`src/rtl/slot_hp_pkg.sv`:
```
package slot_hp_pkg;
  typedef enum logic [1:0] {
    SEL_UP    = 2'd0,
    SEL_DOWN  = 2'd1,
    SEL_EJECT = 2'd2,
    SEL_RMV   = 2'd3
  } reg_sel_e;

  localparam int unsigned SEL_LSB = 2;
endpackage

```
`src/rtl/slot_hp_event.sv`:
```
module slot_hp_event #(
  parameter int unsigned NSLOT = 32
) (
  input  logic             clk,
  input  logic             rst,
  input  logic             cold_boot,
  input  logic [NSLOT-1:0] ins_evt,
  input  logic [NSLOT-1:0] rem_evt,
  output logic [NSLOT-1:0] up_q,
  output logic [NSLOT-1:0] down_q,
  output logic             gpe_set
);
  logic [NSLOT-1:0] ins_live;
  logic [NSLOT-1:0] ins_one;
  logic [NSLOT-1:0] rem_one;

  // Insertions during system assembly are suppressed entirely.
  assign ins_live = cold_boot ? '0 : ins_evt;
  assign ins_one  = ins_live & (~ins_live + 1'b1);
  assign rem_one  = rem_evt & (~rem_evt + 1'b1);

  always_ff @(posedge clk) begin
    if (rst) begin
      up_q    <= '0;
      down_q  <= '0;
      gpe_set <= 1'b0;
    end else begin
      gpe_set <= (|ins_one) | (|rem_one);
      // Removal is processed after insertion, so it owns the final record.
      if (|rem_one) begin
        up_q   <= '0;
        down_q <= rem_one;
      end else if (|ins_one) begin
        up_q   <= ins_one;
        down_q <= '0;
      end
    end
  end
endmodule

```
`src/rtl/slot_hp_eject.sv`:
```
module slot_hp_eject #(
  parameter int unsigned NSLOT = 32
) (
  input  logic             clk,
  input  logic             rst,
  input  logic [NSLOT-1:0] fixed_mask,
  input  logic             ej_wr,
  input  logic [NSLOT-1:0] ej_data,
  output logic [NSLOT-1:0] rmv_q,
  output logic [NSLOT-1:0] eject_pulse
);
  logic [NSLOT-1:0] pick;

  assign pick = ej_data & (~ej_data + 1'b1);

  // Removable mask: one flop per slot, reloaded only while reset is held.
  for (genvar s = 0; s < NSLOT; s++) begin : g_rmv
    always_ff @(posedge clk) begin
      if (rst) rmv_q[s] <= ~fixed_mask[s];
    end
  end

  always_ff @(posedge clk) begin
    if (rst)        eject_pulse <= '0;
    else if (ej_wr) eject_pulse <= pick & rmv_q;
    else            eject_pulse <= '0;
  end
endmodule

```
`src/rtl/slot_hp_regs.sv`:
```
module slot_hp_regs
  import slot_hp_pkg::*;
#(
  parameter int unsigned NSLOT = 32,
  parameter int unsigned AW    = 4
) (
  input  logic [AW-1:0]    wr_addr,
  input  logic             wr_en,
  input  logic [AW-1:0]    rd_addr,
  input  logic [NSLOT-1:0] up_q,
  input  logic [NSLOT-1:0] down_q,
  input  logic [NSLOT-1:0] rmv_q,
  output logic             ej_wr,
  output logic [NSLOT-1:0] rd_data
);
  reg_sel_e rsel;
  reg_sel_e wsel;

  assign rsel  = reg_sel_e'(rd_addr[SEL_LSB +: 2]);
  assign wsel  = reg_sel_e'(wr_addr[SEL_LSB +: 2]);
  assign ej_wr = wr_en && (wsel == SEL_EJECT);

  always_comb begin
    unique case (rsel)
      SEL_UP:   rd_data = up_q;
      SEL_DOWN: rd_data = down_q;
      SEL_RMV:  rd_data = rmv_q;
      default:  rd_data = '0;
    endcase
  end
endmodule

```
`src/rtl/slot_hp_ctrl.sv`:
```
module slot_hp_ctrl #(
  parameter int unsigned NSLOT = 32,
  parameter int unsigned AW    = 4
) (
  input  logic             clk,
  input  logic             rst,
  input  logic             cold_boot,
  input  logic [NSLOT-1:0] ins_evt,
  input  logic [NSLOT-1:0] rem_evt,
  input  logic [NSLOT-1:0] fixed_mask,
  input  logic             wr_en,
  input  logic [AW-1:0]    wr_addr,
  input  logic [NSLOT-1:0] wr_data,
  input  logic [AW-1:0]    rd_addr,
  output logic [NSLOT-1:0] rd_data,
  output logic             gpe_set,
  output logic [NSLOT-1:0] eject_pulse
);
  logic [NSLOT-1:0] up_q;
  logic [NSLOT-1:0] down_q;
  logic [NSLOT-1:0] rmv_q;
  logic             ej_wr;

  slot_hp_event #(.NSLOT(NSLOT)) u_event (
    .clk(clk), .rst(rst), .cold_boot(cold_boot),
    .ins_evt(ins_evt), .rem_evt(rem_evt),
    .up_q(up_q), .down_q(down_q), .gpe_set(gpe_set)
  );

  slot_hp_eject #(.NSLOT(NSLOT)) u_eject (
    .clk(clk), .rst(rst), .fixed_mask(fixed_mask),
    .ej_wr(ej_wr), .ej_data(wr_data),
    .rmv_q(rmv_q), .eject_pulse(eject_pulse)
  );

  slot_hp_regs #(.NSLOT(NSLOT), .AW(AW)) u_regs (
    .wr_addr(wr_addr), .wr_en(wr_en), .rd_addr(rd_addr),
    .up_q(up_q), .down_q(down_q), .rmv_q(rmv_q),
    .ej_wr(ej_wr), .rd_data(rd_data)
  );
endmodule

```
`config.mk`:
```
export PLATFORM = sky130hd
export DESIGN_NAME = slot_hp_ctrl
export DESIGN_NICKNAME = d
export VERILOG_FILES = /design/src/rtl/slot_hp_pkg.sv /design/src/rtl/slot_hp_event.sv /design/src/rtl/slot_hp_eject.sv /design/src/rtl/slot_hp_regs.sv /design/src/rtl/slot_hp_ctrl.sv
export SDC_FILE = /design/constraint.sdc
export NUM_CORES = 1
export LEC_CHECK = 0
export BUFFER_PORTS_ARGS = -buffer_cell sky130_fd_sc_hd__buf_2
export CORE_UTILIZATION = 54
export DETAILED_ROUTE_END_ITERATION = 8
export PLACE_DENSITY_LB_ADDON = 0.12
export SLEW_MARGIN = 20
export SYNTH_ARGS = -nofsm -noshare
export SYNTH_HDL_FRONTEND = slang
export SYNTH_HIERARCHICAL = 1
export SYNTH_SLANG_ARGS = --single-unit
export TNS_END_PERCENT = 50
```
`constraint.sdc`:
```
create_clock -name clk -period 7.3 [get_ports clk]
set_clock_uncertainty 0.2 [all_clocks]
set_input_delay 1.095 -clock clk [delete_from_list [all_inputs] [get_ports clk]]
set_output_delay 1.095 -clock clk [all_outputs]
set_load 0.05 [all_outputs]
```
* Word level (Yosys, flattened, before mapping) *
Cells that the tools add are included.

storage, ports and cells
  register bits after elaboration = 129
  latch bits = 0
  bits in writable memories = 0
  bits in read-only memories = 0
  input bits = 140
  output and inout port bits = 65
  logic and storage cells = 94
  memories = 0

cells by class
  add/subtract/negate cells = 3
  $mul = 0
  divide/modulo/power cells = 0
  magnitude comparators = 0
  eq/ne operators = 3
  shift-type cells = 0
  mux-type cells = 4
  bitwise gates (word level) = 41
  reduce and logical (&&, ||, !) cells = 7

operators with widths
  kind                                            number
  bitwise AND 32 bit                              4
  adder 32 x 1 -> 32 bit (second input constant)  3
  two-way mux 32 bit                              3
  inverter 32 bit                                 3
  one-hot mux 32 bit (3 select lines)             1
  OR reduction 32 bit                             2
  inverter 1 bit                                  33
  OR reduction 33 bit                             1
  == test 2 bit (second input constant)           2
  == test 2 x 1 -> 1 bit (second input constant)  1
  zero test 2 bit                                 1
  nonzero test 2 bit                              1
  OR reduction 2 bit                              1
  logical AND 1 bit                               1
  bitwise OR 1 bit                                1

* Longest topological paths before layout *
  depth in word-level cells = 7
  depth in mapped cells = 10
  depth with buffers taken out = 6

* Cells and area by module *
The synthesis kept the hierarchy.

modules (own cells, without submodules)
  module         instances  cells each  area an instance (um^2)  seq. area each (um^2)
  slot_hp_event  1          308         2,835.2                  1,301.2
  slot_hp_eject  1          183         2,274.7                  1,601.5
  slot_hp_regs   1          79          903.4                    0.0

* Least setup slack after synthesis *
No wires, ideal clock.

  kind = in2out
  start point = input rd_addr[2]
  end point = output rd_data[29]
  data arrival time = 2.088 ns
  required time = 6.005 ns
  slack = 3.917 ns
  cell stages on the path = 3
  path buffers = 1
  cells stage by stage = buf_6 mux2i_1 o2bb2ai_1

between the ends
  longest elaborated chain between the ends = 2
  elaborated cells on any way between the ends = 4
  classes of those cells = 2 x eq/ne; 1 x mux; 1 x reduce/logical

ends and longest elaborated chain
  item                                         line                source
  from (decl)                                  slot_hp_ctrl.sv:14  input logic [AW-1:0] rd_addr,
  == test 2 bit, or another cell as far along  slot_hp_regs.sv:24  unique case (rsel)
  one-hot mux 32 bit (3 select lines) (*)      slot_hp_regs.sv:24
  to (decl)                                    slot_hp_ctrl.sv:15  output logic [NSLOT-1:0] rd_data,

Mark *: on every way between the ends. The rest lies on a longest branch, timed or not.

* Worst setup path after layout *
  start point = input rd_addr[2]
  end point = output rd_data[30]

The elaborated chain is that of the path after synthesis.

==> summary.txt <==
Critical path
  • Critical Path End: rd_data[30]
  • Worst R2R Path Depth: 3
  • CP Capture Type: primary output
  • Crit path DAT: roughly 2.9 ns
  • Reg2Reg Setup Slack: 6.04 ns
  • CP Launch Point: rd_addr[2]
  • Critical path peak fanout: 33
  • Critical R2R Launch: u_eject/rmv_q[31]
  • Worst setup SP type: input pin
  • Critical path class: input pin to primary output
  • Worst Path Required: 6.00 ns
  • R2R Path End: u_eject/eject_pulse[31]

Yosys
  • Top-count cell post-synth: dfxtp_1
  • Ys Warns: 6
  • Syn Inst Count: 570
  • Post-synth top flop: dfxtp_1
  • #FFs+latches synth: 129
  • Unique masters post-synth: 49
  • Synthesized area: 0.00601 mm2
  • Net Count, Synth: 710
  • Seq/Total Area, Yosys: 0.483
  • Synth area leader: dfxtp_1
  • Asr flop ratio synth: 0
  • Syn avg cell area: 10.5 um2
  • Top post-synthesis cells by area: dfxtp_1, edfxtp_1, o2bb2ai_2
  • Post-synth EDFFs: 32
  • Top cells by count, synth: dfxtp_1, inv_1, nand2_1, nor2_1, nor3_1
  • Synth top area share: 0.323

STA
  • RSZ-0062 raised after global routing: no
  • Worst-Margin Slew: 1.10 ns
  • Tcrit/Tclk final: 0.579
  • Final setup violation count: 0
  • Slew headroom: 0.265
  • Final Hold Viols: 0
  • Fin. max-slew vios: 0
  • Post-route minimum period: between 4 and 5 ns
  • Fmax: 237 MHz
  • Setup TNS: 0 ns

Final layout
  • Final non-filler cell total: a little over 900
  • Final nets: 910
  • FILL cells: 840
  • Share of layout cells above drive strength 1: 0.356
  • Register area: 0.00290 mm2
  • Area of the multi-input gates: 0.00276 mm2
  • Design area: between 0.007 and 0.008 mm2
  • Antenna Cells: 0
  • Area Growth Syn to Fin: 27.1%

Route
  • DRC viols: 0
  • Post-route ant nets: 0
  • Iter 0 DRT Violations: just under 400
  • Via count: between 5000 and 6000
  • Final WL: between 15 and 20 mm
  • First-pass DRT Iterations: 6
  • Via-per-instance ratio: 5.90
  • Drt wl/cell: 18.4 um

Global routing
  • First-pass GRT wire length: 26.0 mm
  • Largest net degree at the start of global routing: 44
  • Number of global-route vias before repair: 5218
  • Antenna violations before repair: 2
  • GRT Util Overall: 0.298
  • Grt total ovfl: 0

Die
  • Initial core utilization: 0.555
  • Die extent in y: 108 um
  • Die area: 0.0116 mm2
  • FP Rows: 38
  • Die X-Extent: 108 um
  • Number of I/O pins: 205
  • Core area: 0.0108 mm2

Clocking
  • Clock root cell: clkbuf_8
  • CTS resizes: 0
  • Hold Buf Count CTS: 0
  • Cts bufs inserted: 17
  • Bufs on Longest Clock Path: 2
  • Clk_lat worst skew: 0.53 ns
  • CTS tree: yes
  • CTS clk-pin slew, worst paths: about 0.06 ns
  • Clock sinks: 129
  • Max H-tree Level: 4
  • # Post-CTS Setup Buffers: 0

Run status
  • Status: finished clean

Pwr
  • Peak supply drop: 0.000146 V
  • Switching pwr: 443 uW
  • Logic pwr share: 0.096
  • Power Density: 232 mW/mm2
  • Seq pwr share: 0.432
  • Clock power frac: 0.472
  • Switching share of total power: 0.250
  • Int Pwr: 1.33 mW
  • Leakage: 3.23 nW

Min path
  • Type of the worst min-delay path: flip-flop to flip-flop
  • Critical hold path startpoint: u_event/down_q[3]
  • Hold Path Cell Cnt: 1

Placement
  • Placed inst area: 0.00706 mm2
  • Port bufs: 200
  • Dpl cells: 891
  • DP Wirelength: 12.6 mm
  • Gpl congestion: 0.906

Job
  • Max Cap Violations: 0
-- flip-flops by register name (all words and copies together), names as in the netlist --
name / count
u_eject/eject_pulse: 32
u_event/up_q: 32
u_eject/rmv_q: 32
u_event/gpe_set: 1
u_event/down_q: 32
-- layout make-up --
cell class                 count  area share
clock buffer                  17      0.0542
clock inverter                15      0.0221
sequential                   129       0.380
tap                          140      0.0229
timing repair buffer         205       0.136
multi-input combinational    367       0.361
inverter                      50      0.0246
-- worst max-delay path, stage by stage --
cell       delay, ns
buf_2           0.70
and2_4          0.62
o2bb2ai_1       0.17
buf_2           0.30
-- per-stage QoR --
step	setup slack (ns)	util	total power, mW	hold WS, ns
after global placement	3.10	0.651	0.943	0.246
after detailed placement	3.07	0.651	0.947	0.250
after CTS	3.06	0.705	1.77	0.269
after global routing	2.96	0.705	1.82	0.279
after floorplan	3.92	-	0.866	0.232
final	3.07	0.705	1.77	0.266
-- layout by cell type (no fill, tap or decap), drive strengths merged, types with 8 or more instances in the layout --
cell and count:
nor2 39, buf 205, dfxtp 97, o2bb2ai 38, nor4 30, nor3 35
a21oi 17, edfxtp 32, nand3 14, inv 50, nand4 24, mux2i 32
a22o 18, clkinv 8, a32o 25, nand2 39, clkbuf 17
-- worst min path at each step --
stage	end	slack (ns)
floorplan	u_event/up_q[10]	0.23
global placement	u_event/down_q[12]	0.25
detailed placement	u_event/up_q[27]	0.25
CTS	u_event/down_q[3]	0.27
global route	u_event/down_q[27]	0.28
finish	u_event/down_q[3]	0.27
-- power by group through the flow --
stage | logic [mW] | registers (mW) | clock network, mW
CTS | 0.169 | 0.764 | 0.837
global placement | 0.165 | 0.778 | 0
finish | 0.170 | 0.764 | 0.836
global route | 0.182 | 0.765 | 0.870
detailed placement | 0.168 | 0.779 | 0
floorplan | 0.0911 | 0.775 | 0
-- metal layers --
layer	wire length [um]	up-vias	track usage
li1	-	2572	-
met4	414	2	0.116
met2	7910	296	0.481
met5	14	-	0
met1	6990	2530	0.382
met3	1690	42	0.0775
-- cell families after synthesis --
logic type	after synthesis	share of synthesized area
AOI/OAI and AO/OA	118	0.194
buffers and inverters	74	0.0597
DFF	129	0.483
muxes	32	0.0533
and+or+nand+nor	217	0.210
Power figures use the tool's default switching activity.
